===== src/rtl/sqrt_pkg.sv =====
package sqrt_pkg;
    localparam int SQ_OP_W   = 64;
    localparam int SQ_ROOT_W = SQ_OP_W / 2;
    localparam int SQ_BUS_W  = 32;
    localparam int SQ_ADDR_W = 2;
    localparam int SQ_BUSY_BIT = 15;
    localparam int SQ_CNT_W  = $clog2(SQ_ROOT_W) + 1;

    typedef enum logic [SQ_ADDR_W-1:0] {
        SEL_CTRL = 2'd0,
        SEL_PLO  = 2'd1,
        SEL_PHI  = 2'd2,
        SEL_ROOT = 2'd3
    } reg_sel_e;

    typedef struct packed {
        logic [SQ_OP_W-1:0] rem;    // remaining operand
        logic [SQ_OP_W-1:0] acc;    // partial root (scaled)
        logic [SQ_OP_W-1:0] probe;  // one-hot trial bit, even position
    } sq_state_t;

    function automatic logic [SQ_OP_W-1:0] mask_operand(
        input logic [SQ_OP_W-1:0] value, input logic wide);
        return wide ? value : {{(SQ_OP_W-SQ_BUS_W){1'b0}}, value[SQ_BUS_W-1:0]};
    endfunction
endpackage


===== src/rtl/sqrt_lead.sv =====
module sqrt_lead
    import sqrt_pkg::*;
#(
    parameter int OP_W = SQ_OP_W
) (
    input  logic [OP_W-1:0] value,
    output logic [OP_W-1:0] start_probe
);
    localparam int PAIRS = OP_W / 2;

    logic [PAIRS-1:0] pair_nz;

    generate
        for (genvar g = 0; g < PAIRS; g++) begin : g_pair
            assign pair_nz[g] = value[2*g] | value[2*g+1];
        end
    endgenerate

    always_comb begin
        logic found;
        found = 1'b0;
        start_probe = '0;
        for (int i = PAIRS - 1; i >= 0; i--) begin
            if (!found && pair_nz[i]) begin
                start_probe[2*i] = 1'b1;
                found = 1'b1;
            end
        end
    end
endmodule


===== src/rtl/sqrt_core.sv =====
module sqrt_core
    import sqrt_pkg::*;
(
    input  logic                 clk,
    input  logic                 rst,
    input  logic                 load,
    input  logic [SQ_OP_W-1:0]   operand,
    output logic                 active,
    output logic                 done,
    output logic [SQ_ROOT_W-1:0] root
);
    sq_state_t          st_q;
    sq_state_t          st_n;
    logic [SQ_OP_W-1:0] start_probe;
    logic [SQ_OP_W-1:0] trial;
    logic               take;
    logic               last;
    logic               active_q;
    logic               done_q;
    logic [SQ_ROOT_W-1:0] root_q;
    logic [SQ_CNT_W-1:0]  iter_q;

    sqrt_lead #(.OP_W(SQ_OP_W)) u_lead (
        .value       (operand),
        .start_probe (start_probe)
    );

    always_comb begin
        trial      = st_q.acc + st_q.probe;
        take       = st_q.rem >= trial;
        st_n.rem   = take ? st_q.rem - trial : st_q.rem;
        st_n.acc   = take ? (st_q.acc >> 1) + st_q.probe : st_q.acc >> 1;
        st_n.probe = st_q.probe >> 2;
        last       = st_q.probe[0];
    end

    always_ff @(posedge clk) begin
        if (rst) begin
            st_q     <= '0;
            active_q <= 1'b0;
            done_q   <= 1'b0;
            root_q   <= '0;
            iter_q   <= '0;
        end else if (load) begin
            st_q.rem   <= operand;
            st_q.acc   <= '0;
            st_q.probe <= start_probe;
            iter_q     <= '0;
            if (operand == '0) begin
                active_q <= 1'b0;
                done_q   <= 1'b1;
                root_q   <= '0;
            end else begin
                active_q <= 1'b1;
                done_q   <= 1'b0;
            end
        end else if (active_q) begin
            st_q   <= st_n;
            iter_q <= iter_q + 1'b1;
            if (last) begin
                active_q <= 1'b0;
                done_q   <= 1'b1;
                root_q   <= st_n.acc[SQ_ROOT_W-1:0];
            end else begin
                done_q <= 1'b0;
            end
        end else begin
            done_q <= 1'b0;
        end
    end

    assign active = active_q;
    assign done   = done_q;
    assign root   = root_q;

    // never more iterations than root bits
    p_iter_limit_r5: assert property (@(posedge clk) disable iff (rst)
        active_q |-> (iter_q < SQ_CNT_W'(SQ_ROOT_W)));

    // the trial bit is a single bit while iterating
    p_probe_single_r5: assert property (@(posedge clk) disable iff (rst)
        active_q |-> ($countones(st_q.probe) == 1));

    // stored root only moves when a completion is flagged
    p_root_hold_r3: assert property (@(posedge clk) disable iff (rst)
        !done_q |-> $stable(root_q));
endmodule


===== src/rtl/isqrt_mmio.sv =====
module isqrt_mmio
    import sqrt_pkg::*;
(
    input  logic                 clk,
    input  logic                 rst,
    input  logic                 bus_wr,
    input  logic [SQ_ADDR_W-1:0] bus_addr,
    input  logic [SQ_BUS_W-1:0]  bus_wdata,
    output logic [SQ_BUS_W-1:0]  bus_rdata
);
    logic                 wide_q;
    logic                 busy_q;
    logic                 start_q;
    logic [SQ_OP_W-1:0]   param_q;
    logic                 start_wr;
    logic                 core_active;
    logic                 core_done;
    logic [SQ_ROOT_W-1:0] core_root;
    reg_sel_e             sel;

    assign sel      = reg_sel_e'(bus_addr);
    assign start_wr = bus_wr && (sel != SEL_ROOT);

    always_ff @(posedge clk) begin
        if (rst) begin
            wide_q  <= 1'b0;
            busy_q  <= 1'b0;
            start_q <= 1'b0;
            param_q <= '0;
        end else begin
            start_q <= start_wr;
            if (bus_wr) begin
                unique case (sel)
                    SEL_CTRL: wide_q <= bus_wdata[0];
                    SEL_PLO:  param_q[SQ_BUS_W-1:0] <= bus_wdata;
                    SEL_PHI:  param_q[SQ_OP_W-1:SQ_BUS_W] <= bus_wdata;
                    default:  ;
                endcase
            end
            if (start_wr) begin
                busy_q <= 1'b1;
            end else if (core_done && !start_q) begin
                busy_q <= 1'b0;
            end
        end
    end

    sqrt_core u_core (
        .clk     (clk),
        .rst     (rst),
        .load    (start_q),
        .operand (mask_operand(param_q, wide_q)),
        .active  (core_active),
        .done    (core_done),
        .root    (core_root)
    );

    always_comb begin
        bus_rdata = '0;
        unique case (sel)
            SEL_CTRL: begin
                bus_rdata[0]           = wide_q;
                bus_rdata[SQ_BUSY_BIT] = busy_q;
            end
            SEL_PLO:  bus_rdata = param_q[SQ_BUS_W-1:0];
            SEL_PHI:  bus_rdata = param_q[SQ_OP_W-1:SQ_BUS_W];
            default:  bus_rdata = core_root;
        endcase
    end

    // a start write raises busy on the next cycle
    p_start_busy_r2: assert property (@(posedge clk) disable iff (rst)
        start_wr |=> busy_q);

    // a completion with no pending start drops busy
    p_done_idle_r4: assert property (@(posedge clk) disable iff (rst)
        (core_done && !start_wr && !start_q) |=> !busy_q);

    // while a computation runs the flag stays raised
    p_active_busy_r6: assert property (@(posedge clk) disable iff (rst)
        core_active |-> busy_q);
endmodule


===== config.mk =====
export PLATFORM = sky130hd
export DESIGN_NAME = isqrt_mmio
export DESIGN_NICKNAME = d
export VERILOG_FILES = /design/src/rtl/sqrt_pkg.sv /design/src/rtl/sqrt_lead.sv /design/src/rtl/sqrt_core.sv /design/src/rtl/isqrt_mmio.sv
export SDC_FILE = /design/constraint.sdc
export NUM_CORES = 1
export LEC_CHECK = 0
export BUFFER_PORTS_ARGS = -buffer_cell sky130_fd_sc_hd__buf_4
export CAP_MARGIN = 15
export CORE_ASPECT_RATIO = 0.7
export CORE_MARGIN = 3
export CORE_UTILIZATION = 27
export CTS_CLUSTER_SIZE = 12
export DETAILED_ROUTE_END_ITERATION = 10
export SLEW_MARGIN = 5
export SYNTH_ARGS = -nofsm -noshare
export SYNTH_HDL_FRONTEND = slang
export SYNTH_SLANG_ARGS = --single-unit

===== constraint.sdc =====
create_clock -name clk -period 7.2 [get_ports clk]
set_clock_uncertainty 0.15 [all_clocks]
set_input_delay 0 -clock clk [delete_from_list [all_inputs] [get_ports clk]]
set_output_delay 0 -clock clk [all_outputs]
set_load 0.005 [all_outputs]

# Word-level counts from Yosys, hierarchy flattened
# Index checks and enable logic that the tools add are counted.
# classes
add_sub_neg	3
order_cmp	1
n_eq_ne	4
muxes	85
bitwise_logic	32
n_reduce_logical	77
# op_table
operator	count
two-way mux 192 bit	2
two-way mux 64 bit	3
two-way mux 32 bit	4
two-way mux 1 bit	72
adder 63 x 63 -> 64 bit	1
adder 64 x 63 -> 64 bit	1
greater-or-equal comparator 64 bit	1
logical NOT 64 bit	1
subtractor 64 bit	1
case mux 16 bit (3 select lines)	1
case mux 14 bit (3 select lines)	1
logical AND 1 bit	33
logical NOT 1 bit	32
OR 1 bit	32
AND reduction 2 bit	4
nonzero test 2 bit	4
case mux 1 bit (3 select lines)	2
AND reduction 3 bit	1
equality test 2 x 1 -> 1 bit, second input constant	1
equality test 2 bit, second input constant	1
logical NOT 2 bit	1
inequality test 2 x 1 -> 1 bit, second input constant	1
inequality test 2 bit, second input constant	1
OR reduction 2 bit	1
# word_totals
reg_bits	261
out_inout_bits	32

# Longest topological paths before layout
# logic_depth
word_depth	97
mapped_depth	26
mapped_depth_nobuf	23

# Cells and area by module
# Synthesis repeated with hierarchy kept, for this count alone.
# hier_totals
cells_unflattened	3463
hier_area_um2	25296.8
# by_module_without_submodules
module	instances	cells_each	area_per_inst_um2
sqrt_core	1	2936	21255.4
isqrt_mmio	1	402	3285.7
sqrt_lead	1	125	755.7

# Worst setup path after synthesis
# No wires, ideal clock.
# synth_path
kind	register -> register
start	register u_core.st_q[70] (netlist bit)
end	register u_core.st_q[169] (netlist bit)
setup_ps	132
arrival_ps	5255
required_ps	6918
setup_slack_ps	1663
path_stages_with_launch	24
path_cell_list	dfxtp_1 > ha_1 > and4_1 > a21oi_1 > o41a_1 > nand2_1 > a21oi_1 > o31ai_1 > a31oi_1 > o41a_1 > xor2_1 > ha_1 > clkbuf_1 > a21oi_1 > o21bai_1 > a2111oi_0 > o31ai_1 > nor2_1 > inv_1 > o21ai_1 > nor2_1 > buf_2 > a22oi_1 > a21oi_1
# synth_between
elab_chain_len	5
elab_cells_between_ends	8
# synth_rtl
item	line_no	source
start, declared	sqrt_core.sv:12	sq_state_t st_q;
start signal, assigned	sqrt_core.sv:58	st_q <= st_n;
adder 64 x 63 -> 64 bit (*)	sqrt_core.sv:29	trial = st_q.acc + st_q.probe;
subtractor 64 bit	sqrt_core.sv:31	st_n.rem = take ? st_q.rem - trial : st_q.rem;
two-way mux 64 bit	sqrt_core.sv:31	
two-way mux 192 bit	sqrt_core.sv:57	end else if (active_q) begin
two-way mux 192 bit	sqrt_core.sv:44	end else if (load) begin
# Mark *: on every way between the ends. The rest lies on a longest branch, timed or not. The select of a mux whose other input is x is not followed.
# A chain may end at the register's enable or synchronous reset.

# Worst setup path in the final report
# layout_path
start	register u_core.st_q[70] (netlist bit)
end	register u_core.st_q[135] (netlist bit)
# The elaborated chain is that of the path after synthesis.

==> metrics.md <==
| Metric | Value |
|---|---|
| EDFF count, synth | 0 |
| Die Wd | 329 um |
| Distinct cells, synth | 81 |
| Die Height | 232 um |
| Met1 GRT Util | 0.326 |
| Synthesis-stage register bit count | 261 |
| Initial Utilization | 0.274 |
| PD cells | 479 nW/um^2 |
| Placement row count | 82 |
| Fillers | 7700 |
| Final cycle utilization of the critical path | 0.916 |
| P&R area growth vs syn | 14.5% |
| Max-slew violation count | 0 |
| Drt total wl | 79.6 mm |
| Max transition margin | 0.261 |
| Register area | 5230 um^2 |
| Layout cells sized above 1 | 0.0947 |
| Least-Margin Pin Slew | 1.11 ns |
| CP arrival | 6.90 ns |
| Hold Vio Cnt, Final | 0 |
| Clk_lat worst skew | 0.62 ns |
| Status | completed |
| Hold-fix buffers at CTS | 40 |
| HP Class | in2reg |
| Io pins | 69 |
| Commonest non-fill, non-tap cell in the layout | nand2_1 |
| RD Place Congestion | 0.985 |
| CTS root buf | clkbuf_16 |
| Syn_area_per_cell | 7.59 um^2 |
| WL/cell | 22.1 um |
| Post-layout min period | 6.60 ns |
| Pin count of the biggest net entering global routing | 70 |
| RSZ-0062 raised after global routing | false |
| Vias in the first global route | 18100 |
| Setup TNS | 0 ns |
| Routed via count | 20300 |
| Synth warnings | 0 |
| Setup violators final | 0 |
| Number of buffers added on ports | 68 |
| Clock Path Buffers | 3 |
| Clock sinks | 261 |
| Vias per Instance | 5.65 |
| Max-Cap Viols | 0 |
| Antenna Violating Nets Remaining | 0 |
| Initial antenna violation count | 2 |
| CORE AREA | 71900 um^2 |
| GRT Max-Usage Layer | met1 |
| First-pass GRT wire length | 118 mm |
| Most frequent cells in the layout | nand2_1, a21oi_1, dfxtp_1, nor2_1, o21ai_0 |
| DR DRC count | 0 |
| Cell area after synthesis | 19700 um^2 |
| Post-CTS Setup Inserts | 0 |
| Crit-path max FO | 44 |
| CTS tree | done |
| Clock H-tree levels | 1 |
| Sequential fraction of the synthesis area | 0.265 |
| Max Freq | 152 MHz |
| Crit. End Element | register |
| Met2 GRT Util | 0.256 |
| Critical path type | reg2reg |
| Post-DP HPWL | 59.9 mm |
| Syn_nets | 2769 |
| Post-Synthesis Cells | 2601 |
| Initial DRT Pass Iterations | 8 |
| Worst VDD drop | 0.000857 V |
| Fin nets | 2776 |
| Top FF cell, synth | dfxtp_1 |
| Die area | 76400 um^2 |
| Multi-input combinational cell area | 13700 um^2 |
| CP startpoint kind | register |
| Asr flop ratio synth | 0 |
| Met3 GRT Util | 0.0521 |
| Grt ovf | 0 |
| CTS Buf Count | 30 |
| Worst-path clk slew | 0.06 ns |
| Req. time, crit path | 7.51 ns |
| Core Util, Final | 0.314 |
| DR iter-0 viols | 2506 |
| Total GRT Usage | 0.202 |
| LEAKAGE | 8.61 nW |
| Post-CTS Resized | 0 |
[synthesized netlist by cell type (all sizes together), types with 5 or more instances]
cell | n | area (um^2)
a211oi | 30 | 225
a21boi | 10 | 75.1
a21o | 42 | 315
a21oi | 262 | 1320
a22o | 31 | 272
a22oi | 34 | 255
a311oi | 22 | 193
a31o | 20 | 175
a31oi | 60 | 375
a41o | 5 | 50.1
a41oi | 6 | 60.1
and2 | 17 | 109
and3 | 14 | 87.6
buf | 17 | 85.1
clkbuf | 146 | 549
dfxtp | 261 | 5230
ha | 130 | 1630
inv | 45 | 169
mux2 | 57 | 642
mux2i | 40 | 400
nand2 | 366 | 1370
nand2b | 24 | 150
nand3 | 42 | 210
nand3b | 9 | 67.6
nand4 | 54 | 338
nor2 | 229 | 860
nor2b | 24 | 150
nor3 | 34 | 170
nor3b | 7 | 52.6
nor4 | 10 | 77.6
o211a | 7 | 70.1
o211ai | 25 | 188
o21a | 20 | 150
o21ai | 179 | 896
o21bai | 29 | 218
o22a | 11 | 96.3
o22ai | 11 | 68.8
o31ai | 17 | 141
o32a | 7 | 70.1
or2 | 7 | 46.3
or3 | 10 | 62.6
or4 | 8 | 60.1
xnor2 | 85 | 744
xor2 | 78 | 683
[area by class of cell]
class / count / area share
antenna: 1 / 0.000111
clock buffer: 39 / 0.0369
clock inverter: 14 / 0.0100
inverter: 46 / 0.00764
multi-input combinational: 2131 / 0.608
sequential: 261 / 0.231
tap: 966 / 0.0535
timing repair buffer: 138 / 0.0521
[registers in the layout, summed over array words and instances (netlist names)]
name	count
busy_q	1
param_q	64
start_q	1
u_core.active	1
u_core.done	1
u_core.last	1
u_core.root	32
u_core.st_n	31
u_core.st_q	128
wide_q	1
[where the power goes]
part,internal (mW),leakage (nW),total [mW],switching [mW]
Combinational,2.79,5.97,7.29,4.50
Sequential,1.63,2.12,1.85,0.227
Clock,0.995,0.520,1.69,0.695
Total,5.41,8.61,10.8,5.42
[critical path, stage by stage (launching register included)]
cell      delay (ns)
dfxtp_1         0.47
ha_1            0.34
a31o_2          0.27
a21oi_1         0.37
o41a_1          0.21
nand2_1         0.13
a31oi_1         0.30
o21bai_1        0.18
a21o_1          0.23
a31oi_1         0.26
o21bai_1        0.11
xnor2_1         0.15
ha_1            0.43
nand4_1         0.16
or3_1           0.36
nor3_1          0.24
o21ai_0         0.19
a21oi_1         0.63
o21a_2          0.25
buf_4           0.54
o21ai_0         0.21
o211ai_1        0.14
a21oi_1         0.09
[final timing paths]
check	start	to	slack [ns]	depth (start not counted)
worst min-delay path	bus_wdata[10]	param_q[42]	0.04	4
worst max register to register	u_core.st_q[70]	u_core.st_q[135]	0.60	22
worst max-delay path	u_core.st_q[70]	u_core.st_q[135]	0.60	22
worst min register to register	u_core.root[9]	u_core.root[9]	0.30	2
[logic make-up (layout without fill, tap and decap cells)]
| logic type | after synthesis | in the layout | share of synthesized area |
|---|---|---|---|
| adder cells (fa/ha/maj) | 131 | 131 | 0.0834 |
| other | 0 | 1 | 0 |
| XOR/XNOR | 163 | 163 | 0.0724 |
| multiplexers | 99 | 99 | 0.0551 |
| buffers and inverters | 209 | 237 | 0.0409 |
| flip-flops | 261 | 261 | 0.265 |
| AO/OA/AOI/OAI | 873 | 873 | 0.285 |
| AND/OR/NAND/NOR | 865 | 865 | 0.198 |
[metal layers]
metal  share of wire  up-vias
met5               0        -
met4           0.024        0
met3            0.12       87
met2            0.36     1017
met1            0.50     9664
li1                -     9542
[per-stage QoR]
step	total power [mW]	cells	setup slack (ns)	hold slack [ns]	cell area, um^2
floorplan	6.92	2601	1.66	-0.0140	19700
global placement	9.03	3502	0.845	0.111	21100
detailed placement	8.91	3502	0.698	0.117	21100
CTS	10.7	3595	0.676	0.0198	22600
global route	11.5	3595	0.153	0.0468	22600
finish	10.8	3596	0.603	0.0431	22600
Power figures use the tool's default switching activity.
